<file path="src/rtl/i2cseq_pkg.sv">
package i2cseq_pkg;

  // Bit-level engine command codes (fixed, decoded by the bit engine)
  typedef enum logic [2:0] {
    BIT_NOP   = 3'd0,
    BIT_START = 3'd1,
    BIT_STOP  = 3'd2,
    BIT_WRITE = 3'd3,
    BIT_READ  = 3'd4
  } bitOp_e;

  typedef enum logic [2:0] {
    ST_IDLE,
    ST_START,
    ST_DATA,
    ST_ACK,
    ST_STOP,
    ST_DONE
  } seqState_e;

  // Strobes from control to datapath
  typedef struct packed {
    logic loadTx;     // capture host byte into transmit register
    logic enterData;  // load shift register, clear bit counter
    logic fromHost;   // with enterData: take the host byte directly
    logic shiftBit;   // one data bit completed
    logic copyRx;     // shift register -> receive register
    logic storeAck;   // sampled acknowledge -> rxAck
  } dpStrobe_t;

endpackage

</file>
<file path="src/rtl/i2cseq_datapath.sv">
module i2cseq_datapath
  import i2cseq_pkg::*;
#(
  parameter int DATA_W = 8
) (
  input  logic              clk,
  input  logic              rstN,
  input  dpStrobe_t         strobe,
  input  logic [DATA_W-1:0] txByte,
  input  logic              bitRxd,
  output logic              shiftMsb,
  output logic              lastBit,
  output logic              rxAck,
  output logic [DATA_W-1:0] rxByte
);

  localparam int CNT_W = (DATA_W > 1) ? $clog2(DATA_W) : 1;
  localparam logic [CNT_W-1:0] LAST_IDX = CNT_W'(DATA_W - 1);

  logic [DATA_W-1:0] txReg;
  logic [DATA_W-1:0] shiftReg;
  logic [CNT_W-1:0]  bitCnt;

  always_ff @(posedge clk or negedge rstN) begin
    if (!rstN) begin
      txReg <= '0;
    end else if (strobe.loadTx) begin
      txReg <= txByte;
    end
  end

  always_ff @(posedge clk or negedge rstN) begin
    if (!rstN) begin
      shiftReg <= '0;
      bitCnt   <= '0;
    end else if (strobe.enterData) begin
      shiftReg <= strobe.fromHost ? txByte : txReg;
      bitCnt   <= '0;
    end else if (strobe.shiftBit) begin
      shiftReg <= {shiftReg[DATA_W-2:0], bitRxd};
      bitCnt   <= bitCnt + CNT_W'(1);
    end
  end

  always_ff @(posedge clk or negedge rstN) begin
    if (!rstN) begin
      rxByte <= '0;
      rxAck  <= 1'b1;
    end else begin
      if (strobe.copyRx)   rxByte <= shiftReg;
      if (strobe.storeAck) rxAck  <= bitRxd;
    end
  end

  assign shiftMsb = shiftReg[DATA_W-1];
  assign lastBit  = (bitCnt == LAST_IDX);

endmodule

</file>
<file path="src/rtl/i2cseq_ctrl.sv">
module i2cseq_ctrl
  import i2cseq_pkg::*;
(
  input  logic       clk,
  input  logic       rstN,
  input  logic       cmdValid,
  input  logic       cmdStart,
  input  logic       cmdStop,
  input  logic       cmdRead,
  input  logic       cmdWrite,
  input  logic       ackValue,
  input  logic       shiftMsb,
  input  logic       lastBit,
  input  logic       bitDone,
  output dpStrobe_t  strobe,
  output logic       bitGo,
  output logic [2:0] bitCmd,
  output logic       bitTxd,
  output logic       busy,
  output logic       done
);

  seqState_e state, stateNext;
  logic pending;
  logic doStop, doRead, doWrite, ackVal;
  logic isBitState, finish, writeMode, readMode, wantData;

  assign writeMode  = doWrite;
  assign readMode   = doRead & ~doWrite;
  assign wantData   = doWrite | doRead;
  assign isBitState = (state == ST_START) || (state == ST_DATA) ||
                      (state == ST_ACK)   || (state == ST_STOP);
  assign bitGo      = isBitState & ~pending;
  assign finish     = isBitState & pending & bitDone;
  assign busy       = (state != ST_IDLE);
  assign done       = (state == ST_DONE);

  always_comb begin
    stateNext = state;
    strobe    = '0;
    unique case (state)
      ST_IDLE: begin
        if (cmdValid) begin
          strobe.loadTx = 1'b1;
          if (cmdStart) begin
            stateNext = ST_START;
          end else if (cmdWrite | cmdRead) begin
            stateNext        = ST_DATA;
            strobe.enterData = 1'b1;
            strobe.fromHost  = 1'b1;
          end else if (cmdStop) begin
            stateNext = ST_STOP;
          end else begin
            stateNext = ST_DONE;
          end
        end
      end
      ST_START: begin
        if (finish) begin
          if (wantData) begin
            stateNext        = ST_DATA;
            strobe.enterData = 1'b1;
          end else if (doStop) begin
            stateNext = ST_STOP;
          end else begin
            stateNext = ST_DONE;
          end
        end
      end
      ST_DATA: begin
        if (finish) begin
          strobe.shiftBit = 1'b1;
          if (lastBit) stateNext = ST_ACK;
        end
      end
      ST_ACK: begin
        strobe.copyRx = readMode & ~pending;
        if (finish) begin
          strobe.storeAck = writeMode;
          stateNext       = doStop ? ST_STOP : ST_DONE;
        end
      end
      ST_STOP: begin
        if (finish) stateNext = ST_DONE;
      end
      ST_DONE: stateNext = ST_IDLE;
      default: stateNext = ST_IDLE;
    endcase
  end

  always_ff @(posedge clk or negedge rstN) begin
    if (!rstN) begin
      state   <= ST_IDLE;
      pending <= 1'b0;
      doStop  <= 1'b0;
      doRead  <= 1'b0;
      doWrite <= 1'b0;
      ackVal  <= 1'b1;
    end else begin
      state <= stateNext;
      if (bitGo)       pending <= 1'b1;
      else if (finish) pending <= 1'b0;
      if (state == ST_IDLE && cmdValid) begin
        doStop  <= cmdStop;
        doRead  <= cmdRead;
        doWrite <= cmdWrite;
        ackVal  <= ackValue;
      end
    end
  end

  always_comb begin
    bitCmd = BIT_NOP;
    bitTxd = 1'b1;
    unique case (state)
      ST_START: bitCmd = BIT_START;
      ST_STOP:  bitCmd = BIT_STOP;
      ST_DATA: begin
        bitCmd = writeMode ? BIT_WRITE : BIT_READ;
        bitTxd = writeMode ? shiftMsb : 1'b1;
      end
      ST_ACK: begin
        bitCmd = writeMode ? BIT_READ : BIT_WRITE;
        bitTxd = writeMode ? 1'b1 : ackVal;
      end
      default: ;
    endcase
  end

endmodule

</file>
<file path="src/rtl/i2c_byte_seq.sv">
module i2c_byte_seq
  import i2cseq_pkg::*;
#(
  parameter int DATA_W = 8
) (
  input  logic              clk,
  input  logic              rstN,
  input  logic              cmdValid,
  input  logic              cmdStart,
  input  logic              cmdStop,
  input  logic              cmdRead,
  input  logic              cmdWrite,
  input  logic              ackValue,
  input  logic [DATA_W-1:0] txByte,
  output logic              busy,
  output logic              done,
  output logic              rxAck,
  output logic [DATA_W-1:0] rxByte,
  output logic              bitGo,
  output logic [2:0]        bitCmd,
  output logic              bitTxd,
  input  logic              bitDone,
  input  logic              bitRxd
);

  dpStrobe_t strobe;
  logic shiftMsb;
  logic lastBit;

  i2cseq_ctrl u_ctrl (
    .clk      (clk),
    .rstN     (rstN),
    .cmdValid (cmdValid),
    .cmdStart (cmdStart),
    .cmdStop  (cmdStop),
    .cmdRead  (cmdRead),
    .cmdWrite (cmdWrite),
    .ackValue (ackValue),
    .shiftMsb (shiftMsb),
    .lastBit  (lastBit),
    .bitDone  (bitDone),
    .strobe   (strobe),
    .bitGo    (bitGo),
    .bitCmd   (bitCmd),
    .bitTxd   (bitTxd),
    .busy     (busy),
    .done     (done)
  );

  i2cseq_datapath #(.DATA_W(DATA_W)) u_dp (
    .clk      (clk),
    .rstN     (rstN),
    .strobe   (strobe),
    .txByte   (txByte),
    .bitRxd   (bitRxd),
    .shiftMsb (shiftMsb),
    .lastBit  (lastBit),
    .rxAck    (rxAck),
    .rxByte   (rxByte)
  );

endmodule

</file>
<file path="config.mk">
export PLATFORM = sky130hd
export DESIGN_NAME = i2c_byte_seq
export DESIGN_NICKNAME = d
export VERILOG_FILES = /design/src/rtl/i2cseq_pkg.sv /design/src/rtl/i2cseq_datapath.sv /design/src/rtl/i2cseq_ctrl.sv /design/src/rtl/i2c_byte_seq.sv
export SDC_FILE = /design/constraint.sdc
export NUM_CORES = 1
export LEC_CHECK = 0
export BUFFER_PORTS_ARGS = -buffer_cell sky130_fd_sc_hd__buf_2
export CAP_MARGIN = 10
export CORE_UTILIZATION = 55
export CTS_CLUSTER_DIAMETER = 50
export DETAILED_ROUTE_END_ITERATION = 12
export GPL_ROUTABILITY_DRIVEN = 0
export HOLD_SLACK_MARGIN = 0.03
export PLACE_DENSITY = 0.79
export SETUP_SLACK_MARGIN = 0.5
export SYNTH_ARGS = -nofsm -noshare
export SYNTH_HDL_FRONTEND = slang
export SYNTH_SLANG_ARGS = --single-unit
</file>
<file path="constraint.sdc">
create_clock -name clk -period 3 [get_ports clk]
set_input_delay 0.3 -clock clk [delete_from_list [all_inputs] [get_ports clk]]
set_output_delay 0.3 -clock clk [all_outputs]
set_load 0.02 [all_outputs]
</file>
-- After elaboration in Yosys (flattened, before gate mapping)
Cells that the tools add are included.
- add/sub/neg operators: 1
- mux-type cells: 37
- equal/unequal tests: 12
- shifts and indexed selects: 0
- $lt $le $gt $ge: 0
- reductions and logical operators: 9
- div/mod/pow operators: 0
- bitwise gates (word level): 9
- multiply operators: 0
- operator list (kind ; count):
    2-to-1 mux 3 bit ; 14
    2-to-1 mux 8 bit ; 3
    case mux 3 bit (5 select lines) ; 1
    2-to-1 mux 1 bit ; 13
    case mux 3 bit (4 select lines) ; 1
    == test 3 bit (second input constant) ; 3
    != test 2 x 1 -> 1 bit (second input constant) ; 4
    == test 3 x 2 -> 1 bit (second input constant) ; 2
    2-to-1 mux 2 bit ; 3
    AND reduction 6 bit ; 1
    bitwise AND 1 bit ; 5
    != test 2 bit (second input constant) ; 2
    case mux 1 bit (2 select lines) ; 2
    nonzero test 2 bit ; 2
    adder 3 x 1 -> 3 bit (second input constant) ; 1
    == test 3 x 1 -> 1 bit (second input constant) ; 1
    logical NOT 3 bit ; 1
    logical OR 1 bit ; 3
    nonzero test 3 bit ; 1
    inverter 1 bit ; 2
    OR 1 bit ; 2
    logical AND 1 bit ; 1
- RAM bits: 0
- latch bits: 0
- output and inout port bits: 16
- input port bits: 18
- memory bits (read-only): 0
- register bits after elaboration: 36
- logic and storage cells: 79
- memories: 0

-- Depth between registers and ports, before layout
- depth after elaboration: 10
- depth in mapped cells: 7
- mapped depth without buffers: 6

-- Cells and area by module
From an unflattened synthesis, not the netlist that was laid out.
- cell total of the unflattened synthesis: 156
- area, all modules: 1840.5 um^2
- by module, submodules not included (module ; sequential area each (um^2) ; area an instance (um^2) ; cells an instance ; instances):
    i2cseq_datapath ; 701.9 ; 1232.4 ; 82 ; 1
    i2cseq_ctrl ; 201.4 ; 608.1 ; 74 ; 1

-- Least setup slack after synthesis
No wires, ideal clock.
- path type: register -> register
- start: register u_ctrl.state[0]
- end: register u_dp.shiftReg[0]
- period minus slack after synthesis: 1.766 ns
- path buffers: 3
- data arrival time: 1.686 ns
- stages on the path, launching flop included: 8
- setup time: 0.079 ns
- slack: 1.234 ns
- data required time: 2.921 ns
- path through: dfrtp_1 > buf_6 > nor4b_4 > nor3b_2 > buf_6 > or2_4 > buf_8 > mux2i_1
- longest elaborated chain between the ends: 9
- elaborated cells on any way between the ends: 18
- classes of those cells: 4 x eq/ne; 7 x mux; 2 x bitwise; 5 x reduce/logical
- ends and longest elaborated chain (item ; line ; source):
    start, declared ; i2cseq_ctrl.sv:23 ; seqState_e state, stateNext;
    start signal, assigned ; i2cseq_ctrl.sv:100 ; state <= stateNext;
    == test 3 x 1 -> 1 bit or == test 3 x 2 -> 1 bit (tied branches) ; i2cseq_ctrl.sv:31, i2cseq_ctrl.sv:41 ;
    logical OR 1 bit (2 in a row) ; i2cseq_ctrl.sv:31 ; assign isBitState = (state == ST_START) || (state == ST_DATA) ||
    logical OR 1 bit ; i2cseq_ctrl.sv:32 ; (state == ST_ACK) || (state == ST_STOP);
    bitwise AND 1 bit (2 in a row) ; i2cseq_ctrl.sv:34 ; assign finish = isBitState & pending & bitDone;
    2-to-1 mux 1 bit, on equally long branches ; i2cseq_ctrl.sv:59, i2cseq_ctrl.sv:71 ;
    case mux 1 bit (2 select lines) or 2-to-1 mux 1 bit (tied branches) ; i2cseq_ctrl.sv:41 ; unique case (state)
    2-to-1 mux 8 bit or nonzero test 2 bit (tied branches) ; -- ;
    end signal, assigned ; i2cseq_datapath.sv:37 ; shiftReg <= strobe.fromHost ? txByte : txReg;
    end signal, assigned ; i2cseq_datapath.sv:40 ; shiftReg <= {shiftReg[DATA_W-2:0], bitRxd};
    end, declared ; i2cseq_datapath.sv:21 ; logic [DATA_W-1:0] shiftReg;
Parallel ways exist; a longest one is shown, timed or not.
A chain may end at the register's enable or synchronous reset.

-- Final worst setup path
- start: register u_ctrl.state[0]
- end: register u_dp.shiftReg[3]
The elaborated chain is that of the path after synthesis.

==> impl_metrics.prom <==
# TYPE chip_impl_metric gauge
chip_impl_metric{name="grt_antenna_before_repair",unit=""} 0
chip_impl_metric{name="path_clk_slew",unit="ns"} 0.10
chip_impl_info{name="timing.critical_path.cells",value="nor4b_4, buf_4, nor3b_2, buf_4, or2_4, mux2i_1"} 1
chip_impl_metric{name="tritoncts.num_buffers",unit=""} 5
chip_impl_metric{name="route.vias.total",unit=""} 1299
chip_impl_metric{name="drive_above_1_share",unit=""} 0.3177
chip_impl_info{name="crit_type",value="flip-flop to flip-flop"} 1
chip_impl_metric{name="drt-vias-per-instance",unit=""} 5.504
chip_impl_metric{name="final_antenna_net_count",unit=""} 0
chip_impl_info{name="min_path_type",value="primary input to async pin"} 1
chip_impl_metric{name="area_delta_synth_final",unit="%"} 13.18
chip_impl_metric{name="dp_hpwl",unit="um"} 2492
chip_impl_metric{name="design_area",unit="um2"} 2096
chip_impl_metric{name="chipWidth",unit="um"} 60.03
chip_impl_metric{name="final_slew_violations",unit=""} 0
chip_impl_metric{name="clock-sinks",unit=""} 36
chip_impl_metric{name="cp.arrival",unit="ns"} 2.40
chip_impl_metric{name="clkLatencyLatePin",unit="ns"} 0.34
chip_impl_metric{name="drtIter0Drc",unit=""} 65
chip_impl_info{name="synth-main-ff-cell",value="sky130_fd_sc_hd__dfrtp_1"} 1
chip_impl_info{name="cell_with_the_largest_stage_delay_on_the_worst_path",value="sky130_fd_sc_hd__dfrtp_1"} 1
chip_impl_metric{name="grtUsageTotal",unit=""} 0.2268
chip_impl_metric{name="maxCapViolations",unit=""} 0
chip_impl_metric{name="power",unit="mW"} 2.147
chip_impl_metric{name="place_worst_setup_slack",unit="ns"} 0.9061
chip_impl_metric{name="async_flop_share",unit=""} 1.000
chip_impl_metric{name="first_pass_iteration_count_of_the_detailed_router",unit=""} 4
chip_impl_metric{name="drc_viols",unit=""} 0
chip_impl_metric{name="timing.clock.skew",unit="ns"} 0.004560
chip_impl_metric{name="post_place_instance_area",unit="um2"} 2037
chip_impl_metric{name="num_io_pins",unit=""} 34
chip_impl_metric{name="grt_max_degree",unit=""} 37
chip_impl_metric{name="mappedNetlistArea",unit="um2"} 1852
chip_impl_metric{name="die_h",unit="um"} 60.03
chip_impl_metric{name="post_synth.cell_area_avg",unit="um2"} 11.79
chip_impl_info{name="cts.root.buffer_cell",value="sky130_fd_sc_hd__clkbuf_4"} 1
chip_impl_metric{name="cts_max_level",unit=""} 2
chip_impl_info{name="crit_path_end_kind",value="flip-flop"} 1
chip_impl_metric{name="finalNonFillerCells",unit=""} 236
chip_impl_metric{name="setup_slack",unit="ns"} 0.8658
chip_impl_info{name="post_synth_most_frequent_cells",value="sky130_fd_sc_hd__dfrtp_1 (34), sky130_fd_sc_hd__mux2i_1 (26), sky130_fd_sc_hd__mux2_2 (13)"} 1
chip_impl_metric{name="grt_first_pass_wirelength",unit="um"} 5892
chip_impl_metric{name="detail_route.wirelength",unit="um"} 3456
chip_impl_metric{name="max-clock-path-buffers",unit=""} 2
chip_impl_metric{name="finalSetupTns",unit="ns"} 0
chip_impl_metric{name="synth_top_area_frac",unit=""} 0.4595
chip_impl_metric{name="gr-total-overflow",unit=""} 0
chip_impl_metric{name="synth_edf_count",unit=""} 0
chip_impl_info{name="status",value="finished clean"} 1
chip_impl_metric{name="measured_slew_at_the_worst_slew_check_pin",unit="ns"} 0.7754
chip_impl_metric{name="crit_path_max_incr_delay",unit="ns"} 0.60
chip_impl_metric{name="synth-seq-cells",unit=""} 36
chip_impl_metric{name="synth.yosys.seq_area_share",unit=""} 0.4878
chip_impl_metric{name="timing.final.crit_period",unit="ns"} 2.134
chip_impl_metric{name="grt_pass1_vias",unit=""} 1354
chip_impl_info{name="setup.worst_path.start_class",value="flip-flop"} 1
chip_impl_metric{name="n_antenna_cell",unit=""} 0
chip_impl_metric{name="timing.final.setup_violations",unit=""} 0
chip_impl_info{name="grt_setup_unrepaired",value="false"} 1
chip_impl_metric{name="routed_wire_length_per_instance",unit="um"} 14.64
chip_impl_metric{name="core.rowCount",unit=""} 20
chip_impl_metric{name="portBuffers",unit=""} 33
chip_impl_metric{name="hold_viol",unit=""} 0
chip_impl_metric{name="post_cts_hold_buffer_count",unit=""} 0
chip_impl_info{name="synth_top_cells_by_area",value="sky130_fd_sc_hd__dfrtp_1 (46%), sky130_fd_sc_hd__mux2i_1 (14%), sky130_fd_sc_hd__mux2_2 (7.9%)"} 1
chip_impl_info{name="timing.critical_path.mode_cell",value="sky130_fd_sc_hd__buf_4"} 1
chip_impl_metric{name="floorplan.initialDensity",unit=""} 0.5920
chip_impl_metric{name="layout.nets",unit=""} 211
chip_impl_info{name="tritoncts",value="done"} 1
chip_impl_info{name="yosys.area.top_type",value="sky130_fd_sc_hd__dfrtp_1"} 1
chip_impl_metric{name="min_period_over_period",unit=""} 0.7114
chip_impl_metric{name="ys_warn_count",unit=""} 0
chip_impl_metric{name="dpl.cell_count",unit=""} 228
chip_impl_info{name="synth.most_common_cell",value="sky130_fd_sc_hd__dfrtp_1"} 1
chip_impl_metric{name="leakagePower",unit="nW"} 0.9430
chip_impl_metric{name="die-area",unit="um2"} 3603
chip_impl_metric{name="timing.max_slew.rel_slack",unit=""} 0.4830
chip_impl_metric{name="postSynthNetCount",unit=""} 177
chip_impl_metric{name="clock.fmax",unit="GHz"} 0.4686
chip_impl_metric{name="number_of_gates_resized_after_cts",unit=""} 0
chip_impl_metric{name="power_per_standard_cell_area",unit="nW/um2"} 1025
chip_impl_metric{name="peak_supply_drop",unit="uV"} 614.1
chip_impl_metric{name="number_of_cells_produced_by_synthesis",unit=""} 157
chip_impl_metric{name="post_cts_buffers",unit=""} 0
chip_impl_metric{name="core_area",unit="um2"} 3128
chip_impl_metric{name="netlist-cell-type-count",unit=""} 36
chip_impl_metric{name="timing.critical_path.required",unit="ns"} 3.26
chip_impl_metric{name="largest_fanout_on_the_critical_path",unit=""} 18
## cell type report
cell class                      instances  area (um2)
Multi-Input combinational cell        110       883.3
Timing Repair Buffer                   36       187.7
Inverter                                2       7.507
Clock buffer                            8       58.81
Tap cell                               44       55.05
Sequential cell                        36       903.4
Fill cell                             249        1032
## cells in the final DEF (no fill, tap or decap), types with 2 or more instances in the layout
master                      n
sky130_fd_sc_hd__nand2_1    9
sky130_fd_sc_hd__buf_4      3
sky130_fd_sc_hd__inv_1      2
sky130_fd_sc_hd__and2_1     2
sky130_fd_sc_hd__mux2_2    13
sky130_fd_sc_hd__nor3_1     2
sky130_fd_sc_hd__dfstp_2    2
sky130_fd_sc_hd__mux2_1     8
sky130_fd_sc_hd__nor2_1    12
sky130_fd_sc_hd__o21ai_0    7
sky130_fd_sc_hd__a21oi_1    5
sky130_fd_sc_hd__nor2b_1    2
sky130_fd_sc_hd__clkbuf_4   5
sky130_fd_sc_hd__o22ai_1    2
sky130_fd_sc_hd__dfrtp_1   34
sky130_fd_sc_hd__clkbuf_1   2
sky130_fd_sc_hd__buf_2     33
sky130_fd_sc_hd__ha_1       2
sky130_fd_sc_hd__nand2b_1   3
sky130_fd_sc_hd__mux2i_1   26
## path summary, 6_finish.rpt
path	start	end	slack, ns	cells past startpoint
worst max register to register	u_ctrl.state[0]	u_dp.shiftReg[3]	0.87	6
max in group asynchronous	rstN	u_dp.txReg[0]	2.48	1
worst min register to register	u_dp.rxByte[4]	u_dp.rxByte[4]	0.49	1
min in group clk	ackValue	u_ctrl.ackVal	0.20	2
worst max-delay path	u_ctrl.state[0]	u_dp.shiftReg[3]	0.87	6
worst min-delay path	rstN	u_dp.rxByte[2]	0.03	1
## per-layer routing
layer | up-vias | wire length, um | GRT usage
met3 | 10 | 125 | 0.05628
li1 | 628 | - | -
met1 | 627 | 1678 | 0.3058
met4 | 0 | 81 | 0.1130
met5 | - | 0 | 0
met2 | 34 | 1570 | 0.3397
## sequential cells by signal (all words and copies together), names as in the netlist, 3 cells and up
name           flops
u_dp.bitCnt        3
u_dp.shiftReg      8
u_ctrl.state       3
u_dp.txReg         8
u_dp.rxByte        8
## power by group
group / leakage, nW / internal [mW] / switching [mW]
Clock: 0.0326 / 0.116 / 0.153
Combinational: 0.468 / 0.438 / 0.511
Sequential: 0.442 / 0.724 / 0.205
Total: 0.943 / 1.28 / 0.869
## stage by stage
step / hold WS [ns] / util
floorplan: 0.004409 / -
global placement: 0.4024 / 0.6512
detailed placement: 0.4239 / 0.6512
CTS: 0.05521 / 0.6700
global route: 0.07145 / 0.6700
finish: 0.02604 / 0.6700
## critical path: cells and delay by family, from the launching register on
family / cells / cell delay [ns]
multiplexers: 1 / 0.22
AND/OR/NAND/NOR: 3 / 0.78
buffers and inverters: 2 / 0.47
flip-flops: 1 / 0.60
## cell families after synthesis
kind of cell | count (synthesis) | share of synthesized area
mux | 47 | 0.2682
simple gates | 38 | 0.1142
flops | 36 | 0.4878
compound gates | 21 | 0.06892
buf+inv | 11 | 0.03783
xor+xnor | 2 | 0.009461
fa+ha+maj | 2 | 0.01351
Note: power is estimated with default switching activity, not from simulation.
